==> config.mk <==
export PLATFORM = sky130hd
export DESIGN_NAME = tag_rs
export DESIGN_NICKNAME = d
export VERILOG_FILES = /design/src/rtl/rs_pkg.sv /design/src/rtl/rs_src.sv /design/src/rtl/rs_slot.sv /design/src/rtl/rs_age.sv /design/src/rtl/tag_rs.sv
export SDC_FILE = /design/constraint.sdc
export NUM_CORES = 1
export LEC_CHECK = 0
export CORE_MARGIN = 10
export CORE_UTILIZATION = 64
export CTS_CLUSTER_SIZE = 20
export DETAILED_ROUTE_END_ITERATION = 10
export DONT_BUFFER_PORTS = 1
export GPL_ROUTABILITY_DRIVEN = 0
export PLACE_DENSITY = 0.91
export RECOVER_POWER = 25
export SYNTH_ARGS = -nofsm -noshare
export SYNTH_HDL_FRONTEND = slang
export SYNTH_SLANG_ARGS = --single-unit
==> constraint.sdc <==
create_clock -name clk_i -period 5.3 [get_ports clk_i]
set_input_delay 1.325 -clock clk_i [delete_from_list [all_inputs] [get_ports clk_i]]
set_output_delay 1.325 -clock clk_i [all_outputs]
set_load 0.05 [all_outputs]
==> src/rtl/rs_pkg.sv <==
package rs_pkg;
  localparam int NUM_SRC = 2;
endpackage

==> src/rtl/rs_src.sv <==
module rs_src #(
  parameter int TAG_W  = 4,
  parameter int DATA_W = 32
) (
  input  logic              clk_i,
  input  logic              rst_ni,
  input  logic              occ_i,
  input  logic              load_i,
  input  logic              load_rdy_i,
  input  logic [TAG_W-1:0]  load_tag_i,
  input  logic [DATA_W-1:0] load_val_i,
  input  logic              bc_valid_i,
  input  logic [TAG_W-1:0]  bc_tag_i,
  input  logic [DATA_W-1:0] bc_val_i,
  output logic              rdy_o,
  output logic [DATA_W-1:0] val_o
);
  logic              rdy_q;
  logic [TAG_W-1:0]  tag_q;
  logic [DATA_W-1:0] val_q;
  logic              hit_new, hit_old;

  // capture on the insert cycle as well as while parked
  assign hit_new = !load_rdy_i && bc_valid_i && (bc_tag_i == load_tag_i);
  assign hit_old = occ_i && !rdy_q && bc_valid_i && (bc_tag_i == tag_q);

  always_ff @(posedge clk_i or negedge rst_ni) begin
    if (!rst_ni) begin
      rdy_q <= 1'b0;
      tag_q <= '0;
      val_q <= '0;
    end else if (load_i) begin
      tag_q <= load_tag_i;
      rdy_q <= load_rdy_i | hit_new;
      val_q <= hit_new ? bc_val_i : load_val_i;
    end else if (hit_old) begin
      rdy_q <= 1'b1;
      val_q <= bc_val_i;
    end
  end

  assign rdy_o = rdy_q;
  assign val_o = val_q;
endmodule

==> src/rtl/rs_slot.sv <==
module rs_slot
  import rs_pkg::*;
#(
  parameter int TAG_W  = 4,
  parameter int DATA_W = 32,
  parameter int OP_W   = 4
) (
  input  logic                           clk_i,
  input  logic                           rst_ni,
  input  logic                           flush_i,
  input  logic                           alloc_i,
  input  logic                           free_i,
  input  logic [OP_W-1:0]                ins_op_i,
  input  logic [TAG_W-1:0]               ins_dst_i,
  input  logic [NUM_SRC-1:0]             ins_rdy_i,
  input  logic [NUM_SRC-1:0][TAG_W-1:0]  ins_tag_i,
  input  logic [NUM_SRC-1:0][DATA_W-1:0] ins_val_i,
  input  logic                           bc_valid_i,
  input  logic [TAG_W-1:0]               bc_tag_i,
  input  logic [DATA_W-1:0]              bc_val_i,
  output logic                           occ_o,
  output logic                           elig_o,
  output logic [OP_W-1:0]                op_o,
  output logic [TAG_W-1:0]               dst_o,
  output logic [NUM_SRC-1:0][DATA_W-1:0] val_o
);
  logic              occ_q;
  logic [OP_W-1:0]   op_q;
  logic [TAG_W-1:0]  dst_q;
  logic [NUM_SRC-1:0] rdy;

  always_ff @(posedge clk_i or negedge rst_ni) begin
    if (!rst_ni) begin
      occ_q <= 1'b0;
      op_q  <= '0;
      dst_q <= '0;
    end else begin
      if (flush_i)      occ_q <= 1'b0;
      else if (alloc_i) occ_q <= 1'b1;
      else if (free_i)  occ_q <= 1'b0;
      if (alloc_i) begin
        op_q  <= ins_op_i;
        dst_q <= ins_dst_i;
      end
    end
  end

  for (genvar s = 0; s < NUM_SRC; s++) begin : g_src
    rs_src #(.TAG_W(TAG_W), .DATA_W(DATA_W)) u_src (
      .clk_i      (clk_i),
      .rst_ni     (rst_ni),
      .occ_i      (occ_q),
      .load_i     (alloc_i),
      .load_rdy_i (ins_rdy_i[s]),
      .load_tag_i (ins_tag_i[s]),
      .load_val_i (ins_val_i[s]),
      .bc_valid_i (bc_valid_i),
      .bc_tag_i   (bc_tag_i),
      .bc_val_i   (bc_val_i),
      .rdy_o      (rdy[s]),
      .val_o      (val_o[s])
    );
  end

  assign occ_o  = occ_q;
  assign elig_o = occ_q && (&rdy);
  assign op_o   = op_q;
  assign dst_o  = dst_q;
endmodule

==> src/rtl/rs_age.sv <==
module rs_age #(
  parameter int NUM_SLOTS = 4
) (
  input  logic                 clk_i,
  input  logic                 rst_ni,
  input  logic [NUM_SLOTS-1:0] alloc_i,
  input  logic [NUM_SLOTS-1:0] elig_i,
  output logic [NUM_SLOTS-1:0] grant_o
);
  // older_q[j][i] set: slot j entered before slot i
  logic [NUM_SLOTS-1:0][NUM_SLOTS-1:0] older_q;

  always_ff @(posedge clk_i or negedge rst_ni) begin
    if (!rst_ni) begin
      older_q <= '0;
    end else begin
      for (int k = 0; k < NUM_SLOTS; k++) begin
        if (alloc_i[k]) begin
          for (int j = 0; j < NUM_SLOTS; j++) begin
            older_q[k][j] <= 1'b0;
            if (j != k) older_q[j][k] <= 1'b1;
          end
        end
      end
    end
  end

  for (genvar i = 0; i < NUM_SLOTS; i++) begin : g_pick
    logic [NUM_SLOTS-1:0] blocker;
    for (genvar j = 0; j < NUM_SLOTS; j++) begin : g_cmp
      assign blocker[j] = elig_i[j] && older_q[j][i];
    end
    assign grant_o[i] = elig_i[i] && !(|blocker);
  end
endmodule

==> src/rtl/tag_rs.sv <==
module tag_rs
  import rs_pkg::*;
#(
  parameter int NUM_SLOTS = 4,
  parameter int TAG_W     = 4,
  parameter int DATA_W    = 32,
  parameter int OP_W      = 4
) (
  input  logic              clk_i,
  input  logic              rst_ni,
  input  logic              flush_i,
  input  logic              ins_valid_i,
  output logic              ins_ready_o,
  input  logic [OP_W-1:0]   ins_op_i,
  input  logic [TAG_W-1:0]  ins_dst_tag_i,
  input  logic              ins_a_rdy_i,
  input  logic [TAG_W-1:0]  ins_a_tag_i,
  input  logic [DATA_W-1:0] ins_a_val_i,
  input  logic              ins_b_rdy_i,
  input  logic [TAG_W-1:0]  ins_b_tag_i,
  input  logic [DATA_W-1:0] ins_b_val_i,
  input  logic              bc_valid_i,
  input  logic [TAG_W-1:0]  bc_tag_i,
  input  logic [DATA_W-1:0] bc_val_i,
  output logic              iss_valid_o,
  input  logic              iss_ready_i,
  output logic [OP_W-1:0]   iss_op_o,
  output logic [DATA_W-1:0] iss_a_o,
  output logic [DATA_W-1:0] iss_b_o,
  output logic [TAG_W-1:0]  iss_dst_tag_o
);
  logic [NUM_SLOTS-1:0] occ, elig, grant, free, alloc;
  logic [NUM_SLOTS-1:0][OP_W-1:0]                slot_op;
  logic [NUM_SLOTS-1:0][TAG_W-1:0]               slot_dst;
  logic [NUM_SLOTS-1:0][NUM_SRC-1:0][DATA_W-1:0] slot_val;
  logic [NUM_SRC-1:0]             in_rdy;
  logic [NUM_SRC-1:0][TAG_W-1:0]  in_tag;
  logic [NUM_SRC-1:0][DATA_W-1:0] in_val;
  logic ins_fire, iss_fire;

  assign in_rdy = {ins_b_rdy_i, ins_a_rdy_i};
  assign in_tag = {ins_b_tag_i, ins_a_tag_i};
  assign in_val = {ins_b_val_i, ins_a_val_i};

  assign free        = ~occ;
  assign ins_ready_o = |free;
  assign ins_fire    = ins_valid_i && ins_ready_o && !flush_i;
  // lowest free slot, one-hot
  assign alloc       = ins_fire ? (free & (~free + 1'b1)) : '0;
  assign iss_valid_o = |elig;
  assign iss_fire    = iss_valid_o && iss_ready_i;

  for (genvar i = 0; i < NUM_SLOTS; i++) begin : g_slot
    rs_slot #(.TAG_W(TAG_W), .DATA_W(DATA_W), .OP_W(OP_W)) u_slot (
      .clk_i      (clk_i),
      .rst_ni     (rst_ni),
      .flush_i    (flush_i),
      .alloc_i    (alloc[i]),
      .free_i     (grant[i] && iss_fire),
      .ins_op_i   (ins_op_i),
      .ins_dst_i  (ins_dst_tag_i),
      .ins_rdy_i  (in_rdy),
      .ins_tag_i  (in_tag),
      .ins_val_i  (in_val),
      .bc_valid_i (bc_valid_i),
      .bc_tag_i   (bc_tag_i),
      .bc_val_i   (bc_val_i),
      .occ_o      (occ[i]),
      .elig_o     (elig[i]),
      .op_o       (slot_op[i]),
      .dst_o      (slot_dst[i]),
      .val_o      (slot_val[i])
    );
  end

  rs_age #(.NUM_SLOTS(NUM_SLOTS)) u_age (
    .clk_i   (clk_i),
    .rst_ni  (rst_ni),
    .alloc_i (alloc),
    .elig_i  (elig),
    .grant_o (grant)
  );

  always_comb begin
    iss_op_o      = '0;
    iss_dst_tag_o = '0;
    iss_a_o       = '0;
    iss_b_o       = '0;
    for (int i = 0; i < NUM_SLOTS; i++) begin
      if (grant[i]) begin
        iss_op_o      |= slot_op[i];
        iss_dst_tag_o |= slot_dst[i];
        iss_a_o       |= slot_val[i][0];
        iss_b_o       |= slot_val[i][1];
      end
    end
  end
endmodule

# Yosys cells after proc, flatten, opt, wreduce, memory -nomap -nowiden
# Cells that the tools add are included.
dict set report word_totals {
  ff_bits 344
  in_bits 124
}
dict set report classes {
  muxes 75
  n_eq_ne 10
  reduce_logical 98
  addsub 1
  n_bitwise 17
}
# cell n
set ops {}
lappend ops {{$mux 32} 26}
lappend ops {{$or 32x32->32} 6}
lappend ops {{$logic_and 1x1->1} 55}
lappend ops {{$mux 4} 12}
lappend ops {{$eq 4x4->1} 10}
lappend ops {{$mux 1} 36}
lappend ops {{$reduce_bool 2->1} 14}
lappend ops {{$or 4x4->4} 6}
lappend ops {{$logic_not 1->1} 15}
lappend ops {{$reduce_bool 3->1} 4}
lappend ops {{$reduce_or 3->1} 4}
lappend ops {{$not 4->4} 2}
lappend ops {{$reduce_and 2->1} 4}
lappend ops {{$reduce_or 4->1} 2}
lappend ops {{$mux 5} 1}
lappend ops {{$add 4x1->4 const B} 1}
lappend ops {{$and 4x4->4} 1}
lappend ops {{$or 1x1->1} 2}

# Longest topological paths before layout
# Gate-level depths: netlist of run 1.
dict set report depth {
  word_depth 13
  depth_mapped 8
  mapped_depth_nobuf 5
}

# Cells and area by module
# From an unflattened synthesis of run 1, not the netlist that was laid out.
dict set report hier_totals {
  hier_cells 1489
  hier_area_um2 17237.8
}
# module area_each_um2 cells_per_inst seq_area_each_um2 instances
set modules_own_cells {}
lappend modules_own_cells {rs_src 1710.4 137 925.9 8}
lappend modules_own_cells {tag_rs 1571.5 260 0.0 1}
lappend modules_own_cells {rs_slot 377.9 22 225.2 4}
lappend modules_own_cells {rs_age 471.7 45 300.3 1}

# Worst setup path after synthesis of run 1
# Ideal clock, no wire load.
dict set report synth_path {
  kind {flip-flop to output port}
  start {register g_slot[0].u_slot.occ_q}
  end {output port iss_dst_tag_o[0]}
  path_slack_ns 2.004
  n_path_buf 3
  arrival_ns 1.971
  required_time_ns 3.975
  stages_incl_launch_ff 9
  cell_sequence {dfrtp_1 buf_2 and3_1 a222oi_1 and2_1 buf_2 buf_2 a222oi_1 nand2_1}
}
dict set report synth_via {
  elab_chain_cells 10
}
# item line
set synth_rtl {}
lappend synth_rtl {{start: declaration} rs_slot.sv:27} ;# logic occ_q;
lappend synth_rtl {{start signal: assignment} rs_slot.sv:34} ;# occ_q <= 1'b0;
lappend synth_rtl {{start signal: assignment} rs_slot.sv:38} ;# if (flush_i) occ_q <= 1'b0;
lappend synth_rtl {{start signal: assignment} rs_slot.sv:39} ;# else if (alloc_i) occ_q <= 1'b1;
lappend synth_rtl {{$logic_and 1x1->1 *} rs_slot.sv:66} ;# assign elig_o = occ_q && (&rdy);
lappend synth_rtl {{$logic_and 1x1->1} rs_age.sv:31} ;# assign blocker[j] = elig_i[j] && older_q[j][i];
lappend synth_rtl {{$reduce_or 3->1} rs_age.sv:33} ;# assign grant_o[i] = elig_i[i] && !(|blocker);
lappend synth_rtl {{$logic_not 1->1} rs_age.sv:33}
lappend synth_rtl {{$logic_and 1x1->1} rs_age.sv:33}
lappend synth_rtl {{$mux 4} tag_rs.sv:90} ;# if (grant[i]) begin
lappend synth_rtl {{$or 4x4->4} tag_rs.sv:92} ;# iss_dst_tag_o |= slot_dst[i];
lappend synth_rtl {{$mux 4} tag_rs.sv:90}
lappend synth_rtl {{$or 4x4->4} tag_rs.sv:92}
lappend synth_rtl {{$mux 4 *} tag_rs.sv:90}
lappend synth_rtl {{end: declaration} tag_rs.sv:30} ;# output logic [TAG_W-1:0] iss_dst_tag_o
# Every way passes the cells marked *; elsewhere a longest branch is shown, timed or not.

# Final worst setup path of run 1
dict set report layout_path {
  start {register g_slot[2].u_slot.occ_q}
  end {output port iss_a_o[24]}
}
dict set report layout_via {
  elab_chain_cells 12
}
# item line
set layout_rtl {}
lappend layout_rtl {{start: declaration} rs_slot.sv:27}
lappend layout_rtl {{start signal: assignment} rs_slot.sv:34}
lappend layout_rtl {{start signal: assignment} rs_slot.sv:38}
lappend layout_rtl {{start signal: assignment} rs_slot.sv:39}
lappend layout_rtl {{$logic_and 1x1->1 *} rs_slot.sv:66}
lappend layout_rtl {{$logic_and 1x1->1} rs_age.sv:31}
lappend layout_rtl {{$reduce_or 3->1} rs_age.sv:33}
lappend layout_rtl {{$logic_not 1->1} rs_age.sv:33}
lappend layout_rtl {{$logic_and 1x1->1} rs_age.sv:33}
lappend layout_rtl {{$mux 32} tag_rs.sv:90}
lappend layout_rtl {{$or 32x32->32} tag_rs.sv:93} ;# iss_a_o |= slot_val[i][0];
lappend layout_rtl {{$mux 32} tag_rs.sv:90}
lappend layout_rtl {{$or 32x32->32} tag_rs.sv:93}
lappend layout_rtl {{$mux 32} tag_rs.sv:90}
lappend layout_rtl {{$or 32x32->32} tag_rs.sv:93}
lappend layout_rtl {{$mux 32 *} tag_rs.sv:90}
lappend layout_rtl {{end: declaration} tag_rs.sv:28} ;# output logic [DATA_W-1:0] iss_a_o,
# Marked as above.

==> qor.txt, run 1 <==
Post-Route Utilization: 69.4%
Post-Syn Instances: 1600
Startpoint types: flip-flop
Root Driver: clkbuf_16
Mapped cell area: 17000 um^2
Sink Count: 344
Slew @ Worst Pin: 1.26 ns
Max IR drop VDD: 0.312 mV
Post-DR vias/cell: 7.58
Area growth, synth to finish: 6.73%
Setup crit start: g_slot[2].u_slot.occ_o
Worst hold-check path type: flip-flop to flip-flop
CP Max Fanout: 58
All-Layer GR Usage: 31.9%
Critical R2R Launch: g_slot[0].u_slot.occ_o
Largest net degree at the start of global routing: 345
Register area share after synthesis: 50.8%
Slew HR: 16.1%
FP Rows: 59
Syn_nets: 1724
Setup bufs post-CTS: 0
DR iter-0 viols: 2131
Routed Antenna Nets: 0
Power Density: 433 nW/um^2
CTS clk-pin slew, worst paths: 0.06 ns
Vias in the first global route: 14.6k
Die height: 183 um
Critical path type: flip-flop to primary output
Hold WS: 0.474 ns
CTS tree: built
Max Slew Vio Count: 0
Die Area: 33400 um^2
Max-cap violation count: 0
Max Freq: 0.213 GHz
DRT Wirelength: 54900 um
Crit Reg-Reg Endpoint: g_slot[2].u_slot.g_src[1].u_src.val_o[2]
WP data arrival: 3.37 ns
Core area: 26100 um^2
Synth warnings: 0
Clock Latency Late Sink: 0.51 ns
GRT overflow: 0
WL/cell: 29.6 um
Starting Density: 65.1%
EDFF count, synth: 0
Post-layout net count: 1625
Final setup margin: 0.607 ns
Fin. Hold Viols: 0
Top_reg_cell synth: dfrtp_1
HPWL after DPL: 32800 um
Required time worst endpoint: 3.97 ns
Tmin final: 4.69 ns
CTS resizes: 0
Ys async rst share: 100%
Die outline width: 183 um
TritonCTS Buffers: 36
Reg2reg setup slack: 2.25 ns
Ant diodes: 0
Clk buf depth: 3
Setup TNS: 0 ns
Initial antenna violation count: 0
Finish-stage setup viols: 0
R2R cell count: 6
RSZ-0062 raised after global routing: no
Final Cycle Share: 88.6%
Via count: 14.1k
Layout cells sized above 1: 23.5%
Worst Setup EP: iss_a_o[24]
DRC: 0
Leakage power: 8.03 nW
Library cells used by synthesis: 45
H-tree levels: 2
Syn_area_per_cell: 10.6 um^2
Hold_buf cts: 0
Port Buffer Count: 0
Register area: 8610 um^2
Router iterations before antenna repair: 9
FF+latch count, synth: 344
Clock Skew: 0.0140 ns
Worst Setup End Kind: primary output
Worst setup slack after placement: 1.24 ns
Multi-input logic area: 7670 um^2
Fill cell count: 1785
Io pins: 198
Status: completed
First-pass GRT wire length: 85400 um
how the worst min path moves through the flow:
stage / startpoint / end / slack (ns) / depth (start not counted)
floorplan: g_slot[0].u_slot.dst_o[0] / g_slot[0].u_slot.dst_o[0] / 0.44 / 2
global placement: g_slot[3].u_slot.op_o[3] / g_slot[3].u_slot.op_o[3] / 0.46 / 2
detailed placement: g_slot[3].u_slot.dst_o[2] / g_slot[3].u_slot.dst_o[2] / 0.46 / 2
CTS: g_slot[3].u_slot.dst_o[1] / g_slot[3].u_slot.dst_o[1] / 0.48 / 2
global route: rst_ni / g_slot[1].u_slot.g_src[0].u_src.val_o[6] / 0.50 / 0
finish: g_slot[3].u_slot.dst_o[1] / g_slot[3].u_slot.dst_o[1] / 0.47 / 2
critical path, cell delays in order, from the launching register on:
cell and delay (ns):
dfrtp_1 0.47, and3_1 0.31, a22o_1 0.24, a211oi_4 0.76
buf_12 0.40, a222oi_1 0.19, nand2_1 0.45
routing by layer:
| layer | GRT usage, % | vias to the layer above | part of all wire [%] |
|---|---|---|---|
| li1 | - | 5740 | - |
| met1 | 40.6 | 6982 | 35 |
| met2 | 49.2 | 1169 | 46 |
| met3 | 10.7 | 186 | 15 |
| met4 | 13.5 | 0 | 3.9 |
| met5 | 0 | - | 0 |
layout make-up:
cell class	instances	area share, %
clock buffers	49	5.81
clock inverters	9	0.277
inverters	9	0.187
multi-input cells	1080	42.4
flip-flops and latches	344	47.6
well taps	335	2.32
repair buffers	30	1.45
cell usage after synthesis (2+ instances only):
| master | number | area (um^2) |
|---|---|---|
| o31a_1 | 3 | 26.3 |
| a21oi_2 | 4 | 35.0 |
| nand2_1 | 341 | 1280 |
| o221a_2 | 248 | 2790 |
| or3_1 | 68 | 425 |
| o221a_1 | 8 | 90.1 |
| o21a_1 | 3 | 22.5 |
| a31o_2 | 3 | 26.3 |
| buf_2 | 72 | 360 |
| a222oi_1 | 74 | 741 |
| nor2_1 | 14 | 52.6 |
| nor2b_1 | 3 | 18.8 |
| dfrtp_1 | 344 | 8610 |
| a21oi_1 | 6 | 30.0 |
| buf_1 | 42 | 158 |
| o21ai_0 | 22 | 110 |
| inv_1 | 9 | 33.8 |
| nand2b_1 | 195 | 1220 |
| xor2_1 | 10 | 87.6 |
| nand3_1 | 14 | 70.1 |
| xnor2_1 | 27 | 236 |
| clkbuf_1 | 48 | 180 |
| nor4_4 | 2 | 42.5 |
| or2_2 | 2 | 12.5 |
| nor3_1 | 8 | 40.0 |
| buf_4 | 5 | 37.5 |
| and3_1 | 5 | 31.3 |
| and2_1 | 3 | 18.8 |
kinds of logic (layout without fill, tap and decap cells):
group	count (synthesis)	count (layout)	share of synthesized area, %
flops	344	344	50.8
compound gates	381	381	23.5
simple gates	662	662	19.3
xor+xnor	37	37	1.91
buf+inv	176	97	4.54
metrics by stage:
stage	total power [W]	std cells	instance area (um^2)
2_1_floorplan	0.00507	1600	17000
3_3_place_gp	0.00532	1798	17000
3_5_place_dp	0.00541	1798	17000
4_1_cts	0.00782	1856	18100
5_1_grt	0.00817	1856	18100
6_report	0.00785	1856	18100
registers in the layout, summed over array words and instances, names as in the netlist:
| signal | cells |
|---|---|
| u_age.older_q | 12 |
| g_slot.u_slot.g_src.u_src.val_o | 256 |
| g_slot.u_slot.occ_o | 4 |
| g_slot.u_slot.dst_o | 16 |
| g_slot.u_slot.op_o | 16 |
| g_slot.u_slot.g_src.u_src.tag_q | 32 |
| g_slot.u_slot.g_src.u_src.rdy_o | 8 |
where the power goes:
part | total [W] | switching, W | internal [W]
clock | 0.00240 | 0.00102 | 0.00138
combinational | 0.00171 | 0.000811 | 0.000904
sequential | 0.00373 | 0.000438 | 0.00329
placed cells by master, fill, tap and decap left out, types with 4 or more instances in the layout:
cell,instances
nand2b_1,195
nand3_1,14
o21ai_0,22
xnor2_1,27
o221a_1,8
nor2_1,14
clkinv_2,7
o221a_2,248
a21oi_4,7
inv_1,9
nor3_1,7
clkbuf_8,8
or3_1,68
buf_4,27
clkbuf_1,4
a222oi_1,74
dfrtp_1,344
and3_1,4
nand2_1,341
clkbuf_16,37
xor2_1,10
No activity file was read; power rests on OpenSTA's default activity.
==> run 2: changes to the inputs <==
- CTS_BUF_LIST: default -> sky130_fd_sc_hd__clkbuf_4 sky130_fd_sc_hd__clkbuf_8 sky130_fd_sc_hd__clkbuf_16
==> run 2 against run 1 <==
First-iteration DRC count grew 4.0%; critical path type unchanged; sequential power barely moved; final area barely moved; total power rose by 0.36%; highest routed layer unchanged; final cell count unchanged; count of clock-buffer cells in the layout unchanged; clock skew up 0.0013 ns; largest power group unchanged; non-clock buffer count did not move; die area unchanged; core utilization up 0.058 points; critical path depth did not move; sequential share of layout area is essentially flat.
==> qor.txt, run 2 (synthesis results as in run 1) <==
Register area: 8610 um^2
Io pins: 198
DRT Wirelength: 55000 um
Critical path type: flip-flop to primary output
Most common cell after layout, fill and taps aside: dfrtp_1
Port Buffer Count: 0
Fill cell count: 1791
CTS clk-pin slew, worst paths: 0.06 ns
RSZ-0062 raised after global routing: no
Layout cells sized above 1: 23.7%
Max Slew Vio Count: 0
Status: completed
Comb pwr share: 21.8%
Die Area: 33400 um^2
Clock Latency Late Sink: 0.52 ns
Multi-input logic area: 7670 um^2
Int Power: 0.00560 W
Router iterations before antenna repair: 7
CTS tree: built
H-tree levels: 2
Slew HR: 15.2%
First-pass GRT wire length: 85300 um
Initial antenna violation count: 0
FP Rows: 59
Ant diodes: 0
Top Family by Delay on Critical Path: compound AO/OA/AOI/OAI gates
Clk buf depth: 3
HPWL after DPL: 32800 um
Post-layout net count: 1625
Root Driver: clkbuf_16
Hold_buf cts: 0
Slew @ Worst Pin: 1.27 ns
Fin. Hold Viols: 0
Worst hold-check path type: flip-flop to flip-flop
Starting Density: 65.1%
Post-DR vias/cell: 7.56
Commonest non-fill, non-tap cells in the layout: dfrtp_1 (344), nand2_1 (341), o221a_2 (248)
Clock Skew: 0.0153 ns
Core area: 26100 um^2
R2R cell count: 6
All-Layer GR Usage: 31.9%
Hold Crit Depth: 2
Tmin final: 4.70 ns
Leakage power: 8.04 nW
Largest net degree at the start of global routing: 345
Tot Pwr: 0.00787 W
Area growth, synth to finish: 6.82%
Cell count along the critical path: 6
Slowest CP cell: a211oi_4
Via count: 14.0k
Worst-path cell chain: and3_1 -> a22o_1 -> a211oi_4 -> buf_12 -> a222oi_1 -> nand2_1
Die outline width: 183 um
Finish-stage setup viols: 0
Worst Setup End Kind: primary output
Power Density: 435 nW/um^2
Max IR drop VDD: 0.314 mV
Max-cap violation count: 0
Routed Antenna Nets: 0
Buf+Inv Stages, Crit Path: 1
CTS resizes: 0
TritonCTS Buffers: 36
Vias in the first global route: 14.6k
Final Cycle Share: 88.8%
Die height: 183 um
Sink Count: 344
Max FFs per register: 256
Startpoint types: flip-flop
Setup TNS: 0 ns
Slowest stage delay, CP: 0.76 ns
Psw: 0.00227 W
WP data arrival: 3.38 ns
Sequential share of power: 47.4%
GRT overflow: 0
Required time worst endpoint: 3.97 ns
DR iter-0 viols: 2217
Sw Share: 28.9%
WL/cell: 29.7 um
CP Max Fanout: 58
Setup bufs post-CTS: 0
Clock Power Share: 30.8%
Reg2reg setup slack: 2.21 ns
DRC: 0
Max Freq: 0.213 GHz
## run 2: power groups by stage
stage	clock network (W)	registers (W)	logic, W
final	0.00243	0.00373	0.00172
after detailed placement	0	0.00372	0.00169
after global placement	0	0.00371	0.00160
after floorplan	0	0.00357	0.00150
after global routing	0.00254	0.00379	0.00186
after CTS	0.00243	0.00370	0.00171
## run 2: per-stage QoR
step	setup WS (ns)	area (um^2)	hold slack [ns]	instances	utilization, %
3_3_place_gp	1.34	17000	0.456	1798	65.2
2_1_floorplan	2.00	17000	0.445	1600	-
3_5_place_dp	1.24	17000	0.462	1798	65.2
5_1_grt	0.556	18100	0.497	1856	69.5
4_1_cts	0.677	18100	0.477	1856	69.5
6_report	0.595	18100	0.475	1856	69.5
## run 2: final timing paths
kind | start | to
min in group asynchronous | rst_ni | g_slot[2].u_slot.g_src[0].u_src.val_o[6]
hold reg to reg | g_slot[3].u_slot.dst_o[2] | g_slot[3].u_slot.dst_o[2]
max in group asynchronous | rst_ni | g_slot[2].u_slot.g_src[0].u_src.val_o[27]
setup reg to reg | g_slot[0].u_slot.occ_o | g_slot[2].u_slot.g_src[1].u_src.val_o[10]
hold / removal | g_slot[3].u_slot.dst_o[2] | g_slot[3].u_slot.dst_o[2]
setup / recovery | g_slot[2].u_slot.occ_o | iss_a_o[24]
## run 2: layout make-up
cell class	count	area share [%]
timing repair buffer	30	1.45
inverter	9	0.187
clock inverter	9	0.276
sequential	344	47.5
tap	335	2.31
multi-input combinational	1080	42.4
clock buffer	49	5.89
## run 2: worst min-delay path, cell delays in order, from the launching register on
cell	delay [ns]
dfrtp_1	0.34
nand2_1	0.05
nand2_1	0.05
## run 2: metal layers
layer | wire, um | GRT usage (%) | up-vias | part of all wire (%)
li1 | - | - | 5729 | -
met1 | 19300 | 40.4 | 6939 | 35
met2 | 25200 | 49.3 | 1187 | 46
met3 | 8370 | 10.5 | 181 | 15
met4 | 2160 | 14.0 | 0 | 3.9
met5 | 0 | 0 | - | 0
